## config.mk

```make
export PLATFORM = sky130hd
export DESIGN_NAME = sdh_csr
export DESIGN_NICKNAME = d
export VERILOG_FILES = /design/src/rtl/sdh_csr_pkg.sv /design/src/rtl/sdh_cfg_bytes.sv /design/src/rtl/sdh_ctl_byte.sv /design/src/rtl/sdh_sts_byte.sv /design/src/rtl/sdh_csr.sv
export SDC_FILE = /design/constraint.sdc
export NUM_CORES = 1
export LEC_CHECK = 0
export BUFFER_PORTS_ARGS = -buffer_cell sky130_fd_sc_hd__buf_2
export CAP_MARGIN = 20
export CORE_ASPECT_RATIO = 2
export CORE_MARGIN = 4
export CORE_UTILIZATION = 59
export CTS_BUF_LIST = sky130_fd_sc_hd__clkbuf_16
export CTS_CLUSTER_DIAMETER = 60
export DETAILED_ROUTE_END_ITERATION = 7
export PLACE_DENSITY_LB_ADDON = 0.1
export SETUP_SLACK_MARGIN = 0.1
export SLEW_MARGIN = 10
export SYNTH_ARGS = -nofsm -noshare
export SYNTH_HDL_FRONTEND = slang
export SYNTH_SLANG_ARGS = --single-unit
export TNS_END_PERCENT = 50
```

## constraint.sdc

```tcl
create_clock -name clk -period 1.9 [get_ports clk]
set_input_delay 0.095 -clock clk [delete_from_list [all_inputs] [get_ports clk]]
set_output_delay 0.095 -clock clk [all_outputs]
set_load 0.01 [all_outputs]
```

## src/rtl/sdh_csr_pkg.sv

```systemverilog
package sdh_csr_pkg;
  localparam int unsigned ADDR_W = 6;
  localparam int unsigned NBYTES = 1 << ADDR_W;
  localparam int unsigned NSTS   = 4;

  localparam logic [ADDR_W-1:0] A_CTL     = 6'h00;
  localparam logic [ADDR_W-1:0] A_BUSMODE = 6'h08;
  localparam logic [ADDR_W-1:0] A_BLKLEN  = 6'h0C;
  localparam logic [ADDR_W-1:0] A_MASK0   = 6'h24;
  localparam logic [ADDR_W-1:0] A_MASK1   = 6'h25;
  localparam logic [ADDR_W-1:0] A_STS     = 6'h28;

  // Which byte offsets hold plain read/write configuration storage.
  function automatic bit cfg_writable(input int unsigned a);
    case (a)
      'h01, 'h02, 'h04, 'h05, 'h06, 'h07, 'h08,
      'h0C, 'h0D, 'h0E, 'h0F, 'h24, 'h25, 'h3C, 'h3D: return 1'b1;
      default: return 1'b0;
    endcase
  endfunction

  // Bits that may be stored at a configuration offset.
  function automatic logic [7:0] cfg_keep(input int unsigned a);
    return (a == 'h08) ? 8'h7F : 8'hFF;
  endfunction

  // Next state of a write-1-to-clear byte; set events win over clears.
  function automatic logic [7:0] w1c_next(input logic [7:0] cur,
                                          input logic [7:0] clr,
                                          input logic [7:0] set);
    return (cur & ~clr) | set;
  endfunction

  // Level interrupt from status, masks and master enable.
  function automatic logic irq_eval(input logic [7:0] s0, input logic [7:0] m0,
                                    input logic [7:0] s1, input logic [7:0] m1,
                                    input logic en);
    return en & ((|(s0 & m0 & 8'hF0)) | (|(s1 & m1 & 8'hFE)));
  endfunction
endpackage

```

## src/rtl/sdh_cfg_bytes.sv

```systemverilog
module sdh_cfg_bytes
  import sdh_csr_pkg::*;
(
  input  logic              clk,
  input  logic              rst_n,
  input  logic              srst,
  input  logic [ADDR_W-1:0] addr,
  input  logic              wr,
  input  logic [7:0]        wdata,
  output logic [8*NBYTES-1:0] cfg_flat
);
  for (genvar i = 0; i < NBYTES; i++) begin : g_byte
    if (cfg_writable(i)) begin : g_reg
      logic [7:0] q;
      always_ff @(posedge clk or negedge rst_n) begin
        if (!rst_n)                        q <= 8'h00;
        else if (srst)                     q <= 8'h00;
        else if (wr && addr == ADDR_W'(i)) q <= wdata & cfg_keep(i);
      end
      assign cfg_flat[8*i +: 8] = q;
    end else begin : g_none
      assign cfg_flat[8*i +: 8] = 8'h00;
    end
  end
endmodule

```

## src/rtl/sdh_ctl_byte.sv

```systemverilog
module sdh_ctl_byte
  import sdh_csr_pkg::*;
(
  input  logic       clk,
  input  logic       rst_n,
  input  logic       srst,
  input  logic       wr_ctl,
  input  logic [7:0] wdata,
  output logic [7:0] ctl_rd,
  output logic       cmd_start,
  output logic       fifo_reset,
  output logic [3:0] cmd_type,
  output logic       cmd_write
);
  logic start_req, flush_req;
  assign start_req = wr_ctl & wdata[0] & ~srst;
  assign flush_req = wr_ctl & wdata[3] & ~srst;

  always_ff @(posedge clk or negedge rst_n) begin
    if (!rst_n) begin
      cmd_start <= 1'b0; fifo_reset <= 1'b0; cmd_type <= 4'h0; cmd_write <= 1'b0;
    end else if (srst) begin
      cmd_start <= 1'b0; fifo_reset <= 1'b0; cmd_type <= 4'h0; cmd_write <= 1'b0;
    end else begin
      cmd_start  <= start_req;
      fifo_reset <= flush_req;
      if (wr_ctl) begin
        cmd_type  <= wdata[7:4];
        cmd_write <= wdata[2];
      end
    end
  end

  assign ctl_rd = {cmd_type, fifo_reset, cmd_write, 1'b0, cmd_start};

  // a start request produces the pulse, and every pulse has a request
  a_r3_start_follows: assert property (@(posedge clk) disable iff (!rst_n)
    start_req |=> cmd_start);
  a_r3_start_origin: assert property (@(posedge clk) disable iff (!rst_n)
    cmd_start |-> $past(start_req));
  a_r3_flush_origin: assert property (@(posedge clk) disable iff (!rst_n)
    fifo_reset |-> $past(flush_req));
  // the type field only moves on a control write or soft reset
  a_r4_type_held: assert property (@(posedge clk) disable iff (!rst_n)
    (!wr_ctl && !srst) |=> $stable(cmd_type));
endmodule

```

## src/rtl/sdh_sts_byte.sv

```systemverilog
module sdh_sts_byte
  import sdh_csr_pkg::*;
(
  input  logic       clk,
  input  logic       rst_n,
  input  logic       srst,
  input  logic [7:0] set_i,
  input  logic [7:0] clr_i,
  output logic [7:0] q
);
  always_ff @(posedge clk or negedge rst_n) begin
    if (!rst_n)    q <= 8'h00;
    else if (srst) q <= 8'h00;
    else           q <= w1c_next(q, clr_i, set_i);
  end

  // a bit only rises when an event asks for it
  a_r5_no_spurious: assert property (@(posedge clk) disable iff (!rst_n)
    1'b1 |=> ((q & ~$past(q) & ~$past(set_i)) == 8'h00));
  // cleared bits without a concurrent event go low
  a_r6_clear: assert property (@(posedge clk) disable iff (!rst_n)
    !srst |=> ((q & $past(clr_i & ~set_i)) == 8'h00));
  // an event always lands, even against a clear
  a_r7_set_wins: assert property (@(posedge clk) disable iff (!rst_n)
    !srst |=> ((q & $past(set_i)) == $past(set_i)));
endmodule

```

## src/rtl/sdh_csr.sv

```systemverilog
module sdh_csr
  import sdh_csr_pkg::*;
(
  input  logic        clk,
  input  logic        rst_n,
  input  logic [5:0]  reg_addr,
  input  logic        reg_wr,
  input  logic [7:0]  reg_wdata,
  output logic [7:0]  reg_rdata,
  input  logic [31:0] evt_set,
  output logic        cmd_start,
  output logic        fifo_reset,
  output logic [3:0]  cmd_type,
  output logic        cmd_write,
  output logic        irq
);
  logic              soft_rst;
  logic [8*NBYTES-1:0] cfg_flat;
  logic [7:0]        ctl_rd;
  logic [7:0]        sts [NSTS];
  logic              blk_irq_en;

  assign soft_rst = reg_wr && reg_addr == A_BUSMODE && reg_wdata[7];

  sdh_cfg_bytes u_cfg (
    .clk(clk), .rst_n(rst_n), .srst(soft_rst),
    .addr(reg_addr), .wr(reg_wr), .wdata(reg_wdata), .cfg_flat(cfg_flat)
  );

  sdh_ctl_byte u_ctl (
    .clk(clk), .rst_n(rst_n), .srst(soft_rst),
    .wr_ctl(reg_wr && reg_addr == A_CTL), .wdata(reg_wdata), .ctl_rd(ctl_rd),
    .cmd_start(cmd_start), .fifo_reset(fifo_reset),
    .cmd_type(cmd_type), .cmd_write(cmd_write)
  );

  for (genvar n = 0; n < NSTS; n++) begin : g_sts
    logic [7:0] clr;
    assign clr = (reg_wr && reg_addr == A_STS + ADDR_W'(n)) ? reg_wdata : 8'h00;
    sdh_sts_byte u_sts (
      .clk(clk), .rst_n(rst_n), .srst(soft_rst),
      .set_i(evt_set[8*n +: 8]), .clr_i(clr), .q(sts[n])
    );
  end

  assign blk_irq_en = cfg_flat[8*(A_BLKLEN+1) + 7];
  assign irq = irq_eval(sts[0], cfg_flat[8*A_MASK0 +: 8],
                        sts[1], cfg_flat[8*A_MASK1 +: 8], blk_irq_en);

  always_comb begin
    if (reg_addr == A_CTL)
      reg_rdata = ctl_rd;
    else if (reg_addr >= A_STS && reg_addr < A_STS + ADDR_W'(NSTS))
      reg_rdata = sts[reg_addr[1:0]];
    else
      reg_rdata = cfg_flat[8*reg_addr +: 8];
  end

  // no interrupt while the master enable is clear
  a_r9_gate: assert property (@(posedge clk) disable iff (!rst_n)
    !blk_irq_en |-> !irq);
  // soft reset leaves the file idle on the next cycle
  a_r10_soft_reset: assert property (@(posedge clk) disable iff (!rst_n)
    soft_rst |=> (!irq && !cmd_start && !fifo_reset && cmd_type == 4'h0));
endmodule

```

# Yosys cells after proc, flatten, opt, wreduce, memory -nomap -nowiden
# Cells that the tools add are included.
# word_totals
register_bits	159
input_bits	49
out_inout_bits	16
word_cells	158
# op_classes
n_lt_le_gt_ge	3
eq_ne	19
shift	1
n_mux	49
bitwise	22
n_reduce_logical	41
# op_table
operator	count
512-bit by 10-bit variable part select with 8-bit output	1
8-bit two-way mux	42
8-bit AND	6
6-bit equality test (second input constant)	8
8-bit inverter	4
8-bit bitwise OR	4
2-bit nonzero test	16
6-bit by 4-bit equality test with 1-bit output (second input constant)	5
6-bit by 3-bit equality test with 1-bit output (second input constant)	4
1-bit logical AND	22
8-bit binary-select mux with 2-bit select	1
4-bit two-way mux	2
7-bit OR reduction	1
6-bit by 1-bit equality test with 1-bit output (second input constant)	1
6-bit by 2-bit equality test with 1-bit output (second input constant)	1
6-bit greater-or-equal comparator (second input constant)	1
6-bit zero test	1
6-bit < comparator (second input constant)	1
1-bit AND	5
1-bit two-way mux	4
4-bit OR reduction	1
3-bit greater-or-equal comparator (second input constant)	1
2-bit inverter with 3-bit output	1
1-bit inverter	1
1-bit bitwise OR	1

# Logic depth before layout (Yosys ltp)
# Gate-level depths: netlist (run 1).
# depth
word_depth	7
depth_mapped	9

# Hierarchy
# From an unflattened synthesis (run 1), not the netlist that was laid out.
# hier_totals
cells_unflattened	1446
hier_area_um2	15102.0
# by_module_without_submodules
mod	n_inst	cells_per_inst	area_each_um2
sdh_cfg_bytes	1	811	8286.7
sdh_csr	1	474	4789.6
sdh_sts_byte	4	33	421.7
sdh_ctl_byte	1	29	339.1

# Worst setup path after synthesis (run 1)
# OpenSTA, ideal clock, no wires.
# synth_timing
kind	input to register
from	input port reg_addr[4]
to	register g_sts[0].u_sts.q[0]
setup_ps	119
t_arrival_ps	1751
required_ps	1781
path_slack_ps	31
path_stages	9
n_path_buf	5
path_cell_list	buf_6 -> or2_1 -> buf_6 -> or4_4 -> buf_6 -> or2_1 -> buf_6 -> buf_8 -> o21a_1
# synth_between
elab_chain_cells	7
elab_cells_between_ends	10
cone_classes	2 x eq/ne; 2 x mux; 3 x bitwise; 3 x reduce/logical
# synth_rtl
item	line	text
from (decl)	sdh_csr.sv:6	input logic [5:0] reg_addr,
6-bit equality test	sdh_csr.sv:39	assign clr = (reg_wr && reg_addr == A_STS + ADDR_W'(n)) ? reg_wdata : 8'h00;
1-bit logical AND	sdh_csr.sv:39	
8-bit two-way mux	sdh_csr.sv:39	
8-bit inverter	sdh_csr_pkg.sv:31	return (cur & ~clr) | set;
8-bit AND	sdh_csr_pkg.sv:31	
8-bit bitwise OR	sdh_csr_pkg.sv:31	
8-bit two-way mux *	sdh_sts_byte.sv:13	else if (srst) q <= 8'h00;
to (signal assigned)	sdh_sts_byte.sv:14	else q <= w1c_next(q, clr_i, set_i);
to (decl)	sdh_sts_byte.sv:9	output logic [7:0] q
# Mark *: on every way between the ends. The rest lies on a longest branch, timed or not.
# A chain may end at the register's enable or synchronous reset.

# Final worst setup path (run 1)
# layout_timing
from	register u_cfg.g_byte[15].g_reg.q[3]
to	output port reg_rdata[3]
# layout_between
elab_chain_cells	3
# layout_rtl
item	line	text
from (decl)	sdh_cfg_bytes.sv:14	logic [7:0] q;
from (signal assigned)	sdh_cfg_bytes.sv:18	else if (wr && addr == ADDR_W'(i)) q <= wdata & cfg_keep(i);
512-bit by 10-bit variable part select with 8-bit output	sdh_csr.sv:56	reg_rdata = cfg_flat[8*reg_addr +: 8];
8-bit two-way mux	sdh_csr.sv:53	else if (reg_addr >= A_STS && reg_addr < A_STS + ADDR_W'(NSTS))
8-bit two-way mux	sdh_csr.sv:51	if (reg_addr == A_CTL)
to (decl)	sdh_csr.sv:9	output logic [7:0] reg_rdata,
# Every way passes these cells.

==> flow_summary_export.csv, run 1 <==
group,metric,value,unit
outcome,status,"finished, violations left",
outcome,violations,"negative setup slack",
pwr,comb_power_share,15.6,%
critical_path,cp_data_required_time,1800,ps
sta,post-route-min-period,2110,ps
global_route,antenna_found_initial,0,
cells_and_area,filler_cell_count,926,
placed_design,dp_worst_setup_slack,-157,ps
sta,hold_slack,126,ps
floorplanning,die-height,175,microns
cts,clk_root_buffer_cell,"clkbuf_16",
drt,post_drt_wl_per_cell,24.5,microns
placed_design,placed_insts,973,
logic_synthesis,synth_cell_types,46,
drt,met1Wirelength,9350,microns
logic_synthesis,seq_area_frac_synth,48.2,%
placed_design,hpwl,17500,microns
cts,tritoncts_num_sinks,158,
logic_synthesis,synthArstFlopShare,100,%
floorplanning,design.die.area,0.0160,sq mm
critical_path,worst_setup_path_end_kind,"primary output",
hold_path,holdCritPathClass,"in -> reg",
global_route,grtUsageTotal,33.5,%
cells_and_area,most-common-layout-cells,"dfrtp_1, mux2i_1, nor2_1",
pwr,power_switching,0.00252,W
sta,worst_pin_slew,577,ps
cells_and_area,final-instance-count-excl-fill,1041,
logic_synthesis,yosysTopAreaCellShare,48.2,%
critical_path,cp_max_fo,2,
cells_and_area,mostFrequentLayoutCell,"dfrtp_1",
floorplanning,design.portCount,65,
logic_synthesis,ys_ff_latch,158,
pwr,p_sw_share,29.5,%
drt,drt_iter0_drc,530,
logic_synthesis,syn_area_per_cell,11.1,sq um
drt,route.detailed.vias_per_inst,6.32,
pwr,ir_drop,843,uV
flow_run,max_cap_violations,0,
cells_and_area,post_route_cells_drive_above_1_share,25.8,%
cts,cts-htree-levels,4,
drt,via_count,6584,
placed_design,place_congestion,0.958,
pwr,power.clock.fraction,38.3,%
drt,drt-total-wl,25500,microns
logic_synthesis,synthCells,740,
pwr,leakagePower,4.52,nW
global_route,gr-total-overflow,0,
floorplanning,fp.dieW,91.4,microns
sta,min_period_over_period,111,%
sta,setup_viol,8,
logic_synthesis,syn_nets,789,
global_route,first_global_vias,7268,
sta,relSlewSlack,61.5,%
critical_path,worst-endpoint-arrival,2010,ps
pwr,pwr-share-seq,46.1,%
logic_synthesis,synth_enable_flop_cells,0,
sta,worst_slack,-208,ps
floorplanning,initial_core_util,60.7,%
pwr,power.density_cell_area,845,mW/mm^2
cts,clock_insertion_delay_at_the_later_pin_of_the_skew_report,410,ps
cells_and_area,final_nets,922,
logic_synthesis,yosysWarnings,0,
sta,final.setup_skew,0,ps
floorplanning,coreArea,0.0135,sq mm
logic_synthesis,synth_top_area_cell,"dfrtp_1",
cells_and_area,diodes,0,
cts,cts_tree,"done",
cts,number_of_buffers_on_the_longest_clock_path,2,
critical_path,path_class,"reg -> out",
cells_and_area,areaGrowthSynthToFinish,23.3,%
floorplanning,placementRows,60,
critical_path,cp-start-kind,"register",
global_route,grt_start_max_net_pins,56,
sta,clock.fmax,474,MHz
pwr,internal_dissipation,0.00602,W
sta,maxSlewViolCount,0,
sta,finalHoldViolCount,0,
cts,cts_buffers,17,
drt,antenna_left,0,
cts,clk_transition_reported_paths,70,ps
sta,grt_setup_unrepaired,"true",
logic_synthesis,synth_ff_type,"dfrtp_1",
drt,detailedRoute.firstPassIterationCount,5,
drt,met3RoutedLength,1150,microns
logic_synthesis,synth.area.top_cells,"dfrtp_1, mux2i_1, nor2_1",
drt,wl_met2,13500,microns
logic_synthesis,area_of_the_mapped_netlist,0.00820,sq mm
drt,top_layer,"met4",
placed_design,portBuffers,64,
drt,post-route-drc-count,0,
global_route,grt_pass1_wl,40700,microns
sta,totalNegativeSetupSlack,-964,ps
power groups by stage:
| stage | Sequential (W) | Combinational [W] | Clock, W |
|---|---|---|---|
| 2_1_floorplan | 0.00392 | 0.000708 | 0 |
| 3_3_place_gp | 0.00397 | 0.00115 | 0 |
| 3_5_place_dp | 0.00399 | 0.00120 | 0 |
| 4_1_cts | 0.00393 | 0.00131 | 0.00331 |
| 5_1_grt | 0.00398 | 0.00145 | 0.00346 |
| 6_report | 0.00394 | 0.00133 | 0.00327 |
timing repair:
item	4_1_cts	5_1_grt
gates resized for setup	25	3
hold endpoints to repair	84	0
endpoints found under the setup margin	9	9
cloned	0	0
hold buffers	33	0
pin swaps	13	5
buffers inserted	2	2
final cells by class:
cell class / count / area [sq um] / area share (%)
Clock buffer: 17 / 425 / 4.21
Clock inverter: 15 / 126 / 1.25
Inverter: 8 / 30.0 / 0.297
Multi-Input combinational cell: 513 / 4030 / 39.9
Sequential cell: 158 / 3950 / 39.1
Tap cell: 155 / 194 / 1.92
Timing Repair Buffer: 175 / 1350 / 13.4
worst paths after layout:
| kind | from | to | slack (ps) | cells past startpoint |
|---|---|---|---|---|
| worst max-delay path | u_cfg.g_byte[15].g_reg.q[3] | reg_rdata[3] | -210 | 5 |
| max in group asynchronous | rst_n | u_cfg.g_byte[2].g_reg.q[3] | 1000 | 3 |
| worst max register to register | g_sts[1].u_sts.q[1] | g_sts[1].u_sts.q[1] | 960 | 2 |
| min in group asynchronous | rst_n | u_cfg.g_byte[13].g_reg.q[6] | 220 | 2 |
| worst min register to register | u_cfg.g_byte[8].g_reg.q[0] | u_cfg.g_byte[8].g_reg.q[0] | 490 | 2 |
| worst min-delay path | reg_wdata[7] | u_cfg.g_byte[8].g_reg.q[5] | 130 | 4 |
critical path, cell delays in order, from the launching register on:
cell,delay [ps]
dfrtp_1,390
mux4_2,520
o2bb2ai_4,170
a211oi_2,210
o22ai_1,140
buf_2,160
routing by layer:
metal  vias to the layer above  track usage (%)
met5                         -                0
met3                        98             5.13
met2                       268             58.8
met4                         0             18.7
met1                      3303             38.5
li1                       2915                -
cell families (layout without fill, tap and decap cells):
logic type | count (synthesis) | in the layout | synth area share [%]
and+or+nand+nor | 212 | 212 | 13.1
AOI/OAI and AO/OA | 133 | 133 | 11.5
muxes | 168 | 168 | 22.8
buffers and inverters | 69 | 215 | 4.38
DFF | 158 | 158 | 48.2
registers in the layout, indices dropped and copies added, names as in the netlist:
name and count:
u_ctl.cmd_start 1, u_cfg.g_byte.g_reg.q 119, u_ctl.fifo_reset 1, u_ctl.cmd_write 1, u_ctl.cmd_type 4, g_sts.u_sts.q 32
per-stage QoR:
stage / util [%] / power [W] / instance area [sq um]
after floorplan: - / 0.00462 / 8210
after global placement: 67.1 / 0.00512 / 9060
after detailed placement: 67.1 / 0.00519 / 9060
after CTS: 74.6 / 0.00855 / 10100
after global routing: 74.8 / 0.00889 / 10100
final: 74.8 / 0.00854 / 10100
Yosys cell counts (2+ instances only):
cell / count
a221oi_1: 3
inv_1: 8
a21boi_0: 32
nor3_1: 4
nand2b_1: 5
mux4_2: 15
buf_1: 5
buf_6: 4
nor3_2: 12
o22ai_1: 23
o32ai_1: 3
buf_8: 3
clkbuf_1: 26
nor4bb_1: 3
o31ai_1: 3
and2_1: 2
buf_2: 20
o2bb2ai_1: 4
nand3b_1: 15
nand2_1: 18
nor4_1: 4
o21a_1: 32
or2_1: 2
dfrtp_1: 158
a21oi_1: 11
o21ai_0: 7
a22o_1: 2
buf_4: 3
nor2b_1: 3
a211oi_1: 9
or2_2: 3
nor4b_1: 3
nor3b_1: 3
mux2i_1: 152
nand3_1: 6
nor2_1: 124
(Power assumes the default switching activity.)
==> run 2: changes to the inputs <==
--- a/config.mk
+++ b/config.mk
@@ -8,7 +8,7 @@
 export BUFFER_PORTS_ARGS = -buffer_cell sky130_fd_sc_hd__buf_2
 export CAP_MARGIN = 20
 export CORE_ASPECT_RATIO = 2
-export CORE_MARGIN = 4
+export CORE_MARGIN = 8
 export CORE_UTILIZATION = 59
 export CTS_BUF_LIST = sky130_fd_sc_hd__clkbuf_16
 export CTS_CLUSTER_DIAMETER = 60
==> flow_summary_export.csv, run 2 (synthesized netlist as in run 1, its figures left out) <==
group,metric,value,unit
outcome,status,"finished, violations left",
outcome,violations,"negative setup slack",
sta,setup_viol,5,
critical_path,ff_to_ff_setup_slack,1010,ps
cells_and_area,utilization,73.3,%
critical_path,regToRegEndpoint,"g_sts[1].u_sts.q[3]",
floorplanning,fp.dieW,99.4,microns
cells_and_area,final_cell_area,0.0101,sq mm
cells_and_area,areaGrowthSynthToFinish,22.8,%
critical_path,worst-endpoint-arrival,2050,ps
cells_and_area,mostFrequentLayoutCell,"dfrtp_1",
global_route,antenna_found_initial,0,
global_route,grt_pass1_wl,38200,microns
cells_and_area,reg.largest.list,"u_cfg.g_byte.g_reg.q (119), g_sts.u_sts.q (32), u_ctl.cmd_type (4)",
critical_path,r2r_cells,2,
global_route,first_global_vias,6948,
critical_path,path_class,"reg -> out",
hold_path,min_path_cells,4,
floorplanning,design.die.area,0.0182,sq mm
cts,cts_buffers,17,
critical_path,cp_data_required_time,1800,ps
global_route,gr-total-overflow,0,
cells_and_area,diodes,0,
floorplanning,placementRows,61,
cells_and_area,multi_input_comb_area,0.00398,sq mm
floorplanning,die-height,183,microns
placed_design,hpwl,16600,microns
cts,clk_transition_reported_paths,60,ps
drt,post-route-drc-count,0,
cells_and_area,max_flop_register,"u_cfg.g_byte.g_reg.q",
cts,clk_root_buffer_cell,"clkbuf_16",
placed_design,portBuffers,64,
sta,maxSlewViolCount,0,
cts,cts_tree,"done",
cts,number_of_buffers_on_the_longest_clock_path,2,
floorplanning,initial_core_util,59.7,%
sta,finalHoldViolCount,0,
sta,grt_setup_unrepaired,"true",
cells_and_area,filler_cell_count,934,
placed_design,dpl-instance-area,0.00902,sq mm
sta,worst_pin_slew,528,ps
critical_path,cp_max_fo,2,
critical_path,worst_setup_path_end_kind,"primary output",
cts,cts-htree-levels,4,
floorplanning,design.portCount,65,
hold_path,holdCritPathClass,"in -> reg",
global_route,grtUsageTotal,27.5,%
cells_and_area,post_route_cells_drive_above_1_share,24.8,%
sta,post-route-min-period,2140,ps
sta,relSlewSlack,64.8,%
sta,worst_slack,-242,ps
drt,route.detailed.vias_per_inst,6.30,
critical_path,cp-start-kind,"register",
drt,post_drt_wl_per_cell,23.1,microns
drt,detailedRoute.firstPassIterationCount,5,
drt,drt-total-wl,23900,microns
flow_run,max_cap_violations,0,
hold_path,worstHoldEndpoint,"u_cfg.g_byte[8].g_reg.q[4]",
pwr,power.density_cell_area,855,mW/mm^2
sta,clock.fmax,467,MHz
cells_and_area,seqCellArea,0.00395,sq mm
pwr,ir_drop,873,uV
hold_path,hold_path_startpoint,"reg_wdata[7]",
sta,min_period_over_period,113,%
cells_and_area,most-common-layout-cells,"dfrtp_1, mux2i_1, nor2_1",
critical_path,critical_path.startpoint,"u_cfg.g_byte[15].g_reg.q[0]",
global_route,grt_start_max_net_pins,55,
cells_and_area,largest_register_ff_count,119,
placed_design,place_congestion,0.952,
sta,final.setup_skew,0,ps
cells_and_area,final_nets,916,
pwr,leakagePower,4.49,nW
floorplanning,coreArea,0.0137,sq mm
cts,clock_insertion_delay_at_the_later_pin_of_the_skew_report,420,ps
drt,via_count,6533,
critical_path,crit-reg2reg-launch,"g_sts[1].u_sts.q[3]",
drt,drt_iter0_drc,465,
cts,tritoncts_num_sinks,158,
drt,antenna_left,0,
==> run 2: through the flow <==
stage	worst slack, ps	setup TNS (ps)	power (W)	hold slack, ps	cells
final	-242	-876	0.00861	139	1037
after global routing	-261	-1120	0.00892	169	1037
after CTS	-227	-806	0.00861	130	1036
after detailed placement	61.6	0	0.00512	55.1	968
after global placement	6.46	0	0.00508	57.0	968
after floorplan	89.3	0	0.00462	-201	740
==> run 2: layout make-up <==
type | count | share of cell area, %
well taps | 157 | 1.95
clock inverters | 15 | 1.63
repair buffers | 169 | 13.1
multi-input cells | 513 | 39.5
flip-flops and latches | 158 | 39.3
inverters | 8 | 0.298
clock buffers | 17 | 4.23
==> run 2: metal layers <==
layer	global-route usage (%)	up-vias	wire length, microns	share of wire, %
li1	-	2911	-	-
met1	34.1	3280	9700	40
met2	45.2	283	11900	50
met3	4.66	59	1350	5.6
met4	13.4	0	1010	4.2
met5	0	-	0	0
==> run 2: critical path, stage by stage (launching register included) <==
cell and delay [ps]:
dfrtp_1 380, mux4_2 500, o2bb2ai_2 160, a211oi_2 280, o22ai_2 150, buf_2 170
==> run 2: worst max-delay path by stage <==
stage                     endpoint  slack, ps  cells after the start
2_1_floorplan  g_sts[0].u_sts.q[0]         90                      9
3_3_place_gp          reg_rdata[0]          6                      7
3_5_place_dp          reg_rdata[0]         60                      7
4_1_cts               reg_rdata[0]       -230                      5
5_1_grt               reg_rdata[0]       -260                      5
6_report              reg_rdata[0]       -240                      5
==> run 2: power breakdown <==
part           total [W]  internal (W)  switching (W)
Combinational    0.00125      0.000573       0.000680
Clock            0.00343       0.00196        0.00147
Sequential       0.00393       0.00371       0.000219
==> run 2: what timing repair did <==
item                                    CTS  global route
hold buffers                             33             0
buffers inserted                          3             1
endpoints found under the setup margin    8             9
gates resized for setup                  13             8
endpoints found under the hold margin   101             0
pin swaps                                10             2
gates cloned                              0             0
==> run 3: changes to the inputs <==
--- a/config.mk
+++ b/config.mk
@@ -18,5 +18,6 @@
 export SLEW_MARGIN = 10
 export SYNTH_ARGS = -nofsm -noshare
 export SYNTH_HDL_FRONTEND = slang
+export SYNTH_HIERARCHICAL = 1
 export SYNTH_SLANG_ARGS = --single-unit
 export TNS_END_PERCENT = 50
==> flow_summary_export.csv, run 3 <==
group,metric,value,unit
cells_and_area,mostFrequentLayoutCell,"conb_1",
sta,finalHoldViolCount,0,
drt,via_count,9655,
pwr,power.clock.fraction,33.3,%
cells_and_area,largest_register_ff_count,119,
flow_run,max_cap_violations,0,
pwr,comb_power_share,25.3,%
pwr,pwr-share-seq,41.4,%
pwr,internal_dissipation,0.00671,W
logic_synthesis,yosysWarnings,6,
cells_and_area,areaGrowthSynthToFinish,6.43,%
critical_path,cp-start-kind,"register",
drt,antenna_left,0,
critical_path,worst-endpoint-arrival,2250,ps
global_route,grtUsageTotal,23.6,%
global_route,gr-total-overflow,0,
hold_path,holdCritPathClass,"in -> reg",
cts,cts_tree,"done",
critical_path,cp_max_fo,2,
pwr,fin_total_pwr,0.00949,W
placed_design,portBuffers,64,
logic_synthesis,synthCells,1414,
drt,post_drt_wl_per_cell,18.3,microns
pwr,p_sw_share,29.2,%
cells_and_area,multi_input_comb_area,0.00900,sq mm
floorplanning,coreArea,0.0249,sq mm
placed_design,hpwl,26000,microns
floorplanning,initial_core_util,59.6,%
cts,clk_root_buffer_cell,"clkbuf_16",
cts,number_of_buffers_on_the_longest_clock_path,2,
outcome,status,"finished, violations left",
cells_and_area,max_flop_register,"u_cfg/g_byte.g_reg.q",
cts,clock_insertion_delay_at_the_later_pin_of_the_skew_report,430,ps
cells_and_area,reg.largest.list,"u_cfg/g_byte.g_reg.q (119), g_sts.u_sts/q (32), u_ctl/cmd_type (4)",
critical_path,path_class,"reg -> out",
sta,post-route-min-period,2350,ps
pwr,ir_drop,816,uV
global_route,grt_start_max_net_pins,79,
placed_design,dp_worst_setup_slack,-248,ps
global_route,grt_pass1_wl,55200,microns
cts,clk_transition_reported_paths,60,ps
critical_path,cp_data_required_time,1800,ps
placed_design,place_congestion,0.940,
cells_and_area,final-instance-count-excl-fill,1908,
floorplanning,design.portCount,65,
pwr,power.density_cell_area,600,mW/mm^2
placed_design,placed_insts,1837,
cells_and_area,most-common-layout-cells,"conb_1, mux2i_1, dfrtp_1",
sta,grt_setup_unrepaired,"true",
drt,drt-total-wl,34800,microns
pwr,power_switching,0.00278,W
critical_path,ff_to_ff_setup_slack,870,ps
cts,cts_buffers,17,
sta,min_period_over_period,124,%
cells_and_area,post_route_cells_drive_above_1_share,29.1,%
drt,post-route-drc-count,0,
cts,cts-htree-levels,4,
global_route,antenna_found_initial,1,
cts,tritoncts_num_sinks,158,
drt,drt_iter0_drc,400,
outcome,violations,"negative setup slack",
sta,worst_slack,-447,ps
cells_and_area,seqCellArea,0.00395,sq mm
floorplanning,fp.dieW,128,microns
floorplanning,die-height,240,microns
logic_synthesis,area_of_the_mapped_netlist,0.0149,sq mm
floorplanning,design.die.area,0.0308,sq mm
critical_path,worst_setup_path_end_kind,"primary output",
sta,maxSlewViolCount,0,
sta,final.setup_skew,0,ps
sta,relSlewSlack,63.4,%
floorplanning,placementRows,82,
sta,setup_viol,9,
sta,clock.fmax,426,MHz
drt,detailedRoute.firstPassIterationCount,4,
cells_and_area,filler_cell_count,2073,
cells_and_area,final_nets,1608,
logic_synthesis,syn_area_per_cell,10.5,sq um
sta,worst_pin_slew,548,ps
global_route,first_global_vias,10100,
drt,route.detailed.vias_per_inst,5.06,
cells_and_area,diodes,0,
pwr,leakagePower,8.02,nW
[run 3: per-stage QoR]
step           hold slack (ps)  area, sq um  util, %  TNS, ps
2_1_floorplan             -201        16400        -        0
3_3_place_gp              47.0        14800     59.5    -2670
3_5_place_dp              49.7        14800     59.5    -2340
4_1_cts                   9.03        15800     63.2    -3260
5_1_grt                   55.1        15800     63.4    -3660
6_report                  29.2        15800     63.4    -3080
[run 3: worst paths after layout]
| path | from | to | cells past startpoint |
|---|---|---|---|
| worst max-delay path | u_cfg/g_byte[36].g_reg.q[3] | reg_rdata[3] | 6 |
| worst min-delay path | reg_wdata[2] | u_ctl/cmd_write | 3 |
| worst max register to register | u_cfg/g_byte[37].g_reg.q[5] | u_cfg/g_byte[37].g_reg.q[5] | 5 |
| worst min register to register | u_cfg/g_byte[2].g_reg.q[3] | u_cfg/g_byte[2].g_reg.q[3] | 2 |
| max in group asynchronous | rst_n | u_cfg/g_byte[60].g_reg.q[0] | 3 |
| min in group asynchronous | rst_n | u_cfg/g_byte[5].g_reg.q[2] | 2 |
[run 3: critical path, stage by stage, from the launching register on]
cell	delay (ps)
dfrtp_1	410
mux4_2	460
mux2_4	280
o22a_1	260
a21oi_2	160
o22ai_2	80
buf_2	160
[run 3: final cells by class]
cell class              instances  share of cell area [%]
clock buffers                  17                    2.69
clock inverters                15                   0.688
inverters                      34                   0.807
multi-input cells            1125                    56.9
flip-flops and latches        158                    25.0
well taps                     336                    2.66
repair buffers                223                    11.3
[run 3: timing repair]
item,CTS,global route
resized for setup,21,7
pin swaps,15,7
endpoints found under the hold margin,150,0
endpoints found under the setup margin,9,9
gates cloned,0,0
hold buffers,33,0
setup buffers,2,4
[run 3: metal layers]
metal	part of all wire, %	vias to the layer above	wire [microns]	GRT usage (%)
met2	53	235	18500	41.6
met1	38	4795	13300	26.3
met5	0.029	-	10	0
met4	5.2	2	1800	13.6
met3	3.5	87	1210	3.64
li1	-	4536	-	-
[run 3: power by group through the flow]
| stage | logic, W | registers, W | clock network (W) |
|---|---|---|---|
| floorplan | 0.00205 | 0.00392 | 0 |
| global placement | 0.00217 | 0.00398 | 0 |
| detailed placement | 0.00221 | 0.00399 | 0 |
| CTS | 0.00232 | 0.00393 | 0.00321 |
| global route | 0.00261 | 0.00397 | 0.00336 |
| finish | 0.00240 | 0.00393 | 0.00316 |
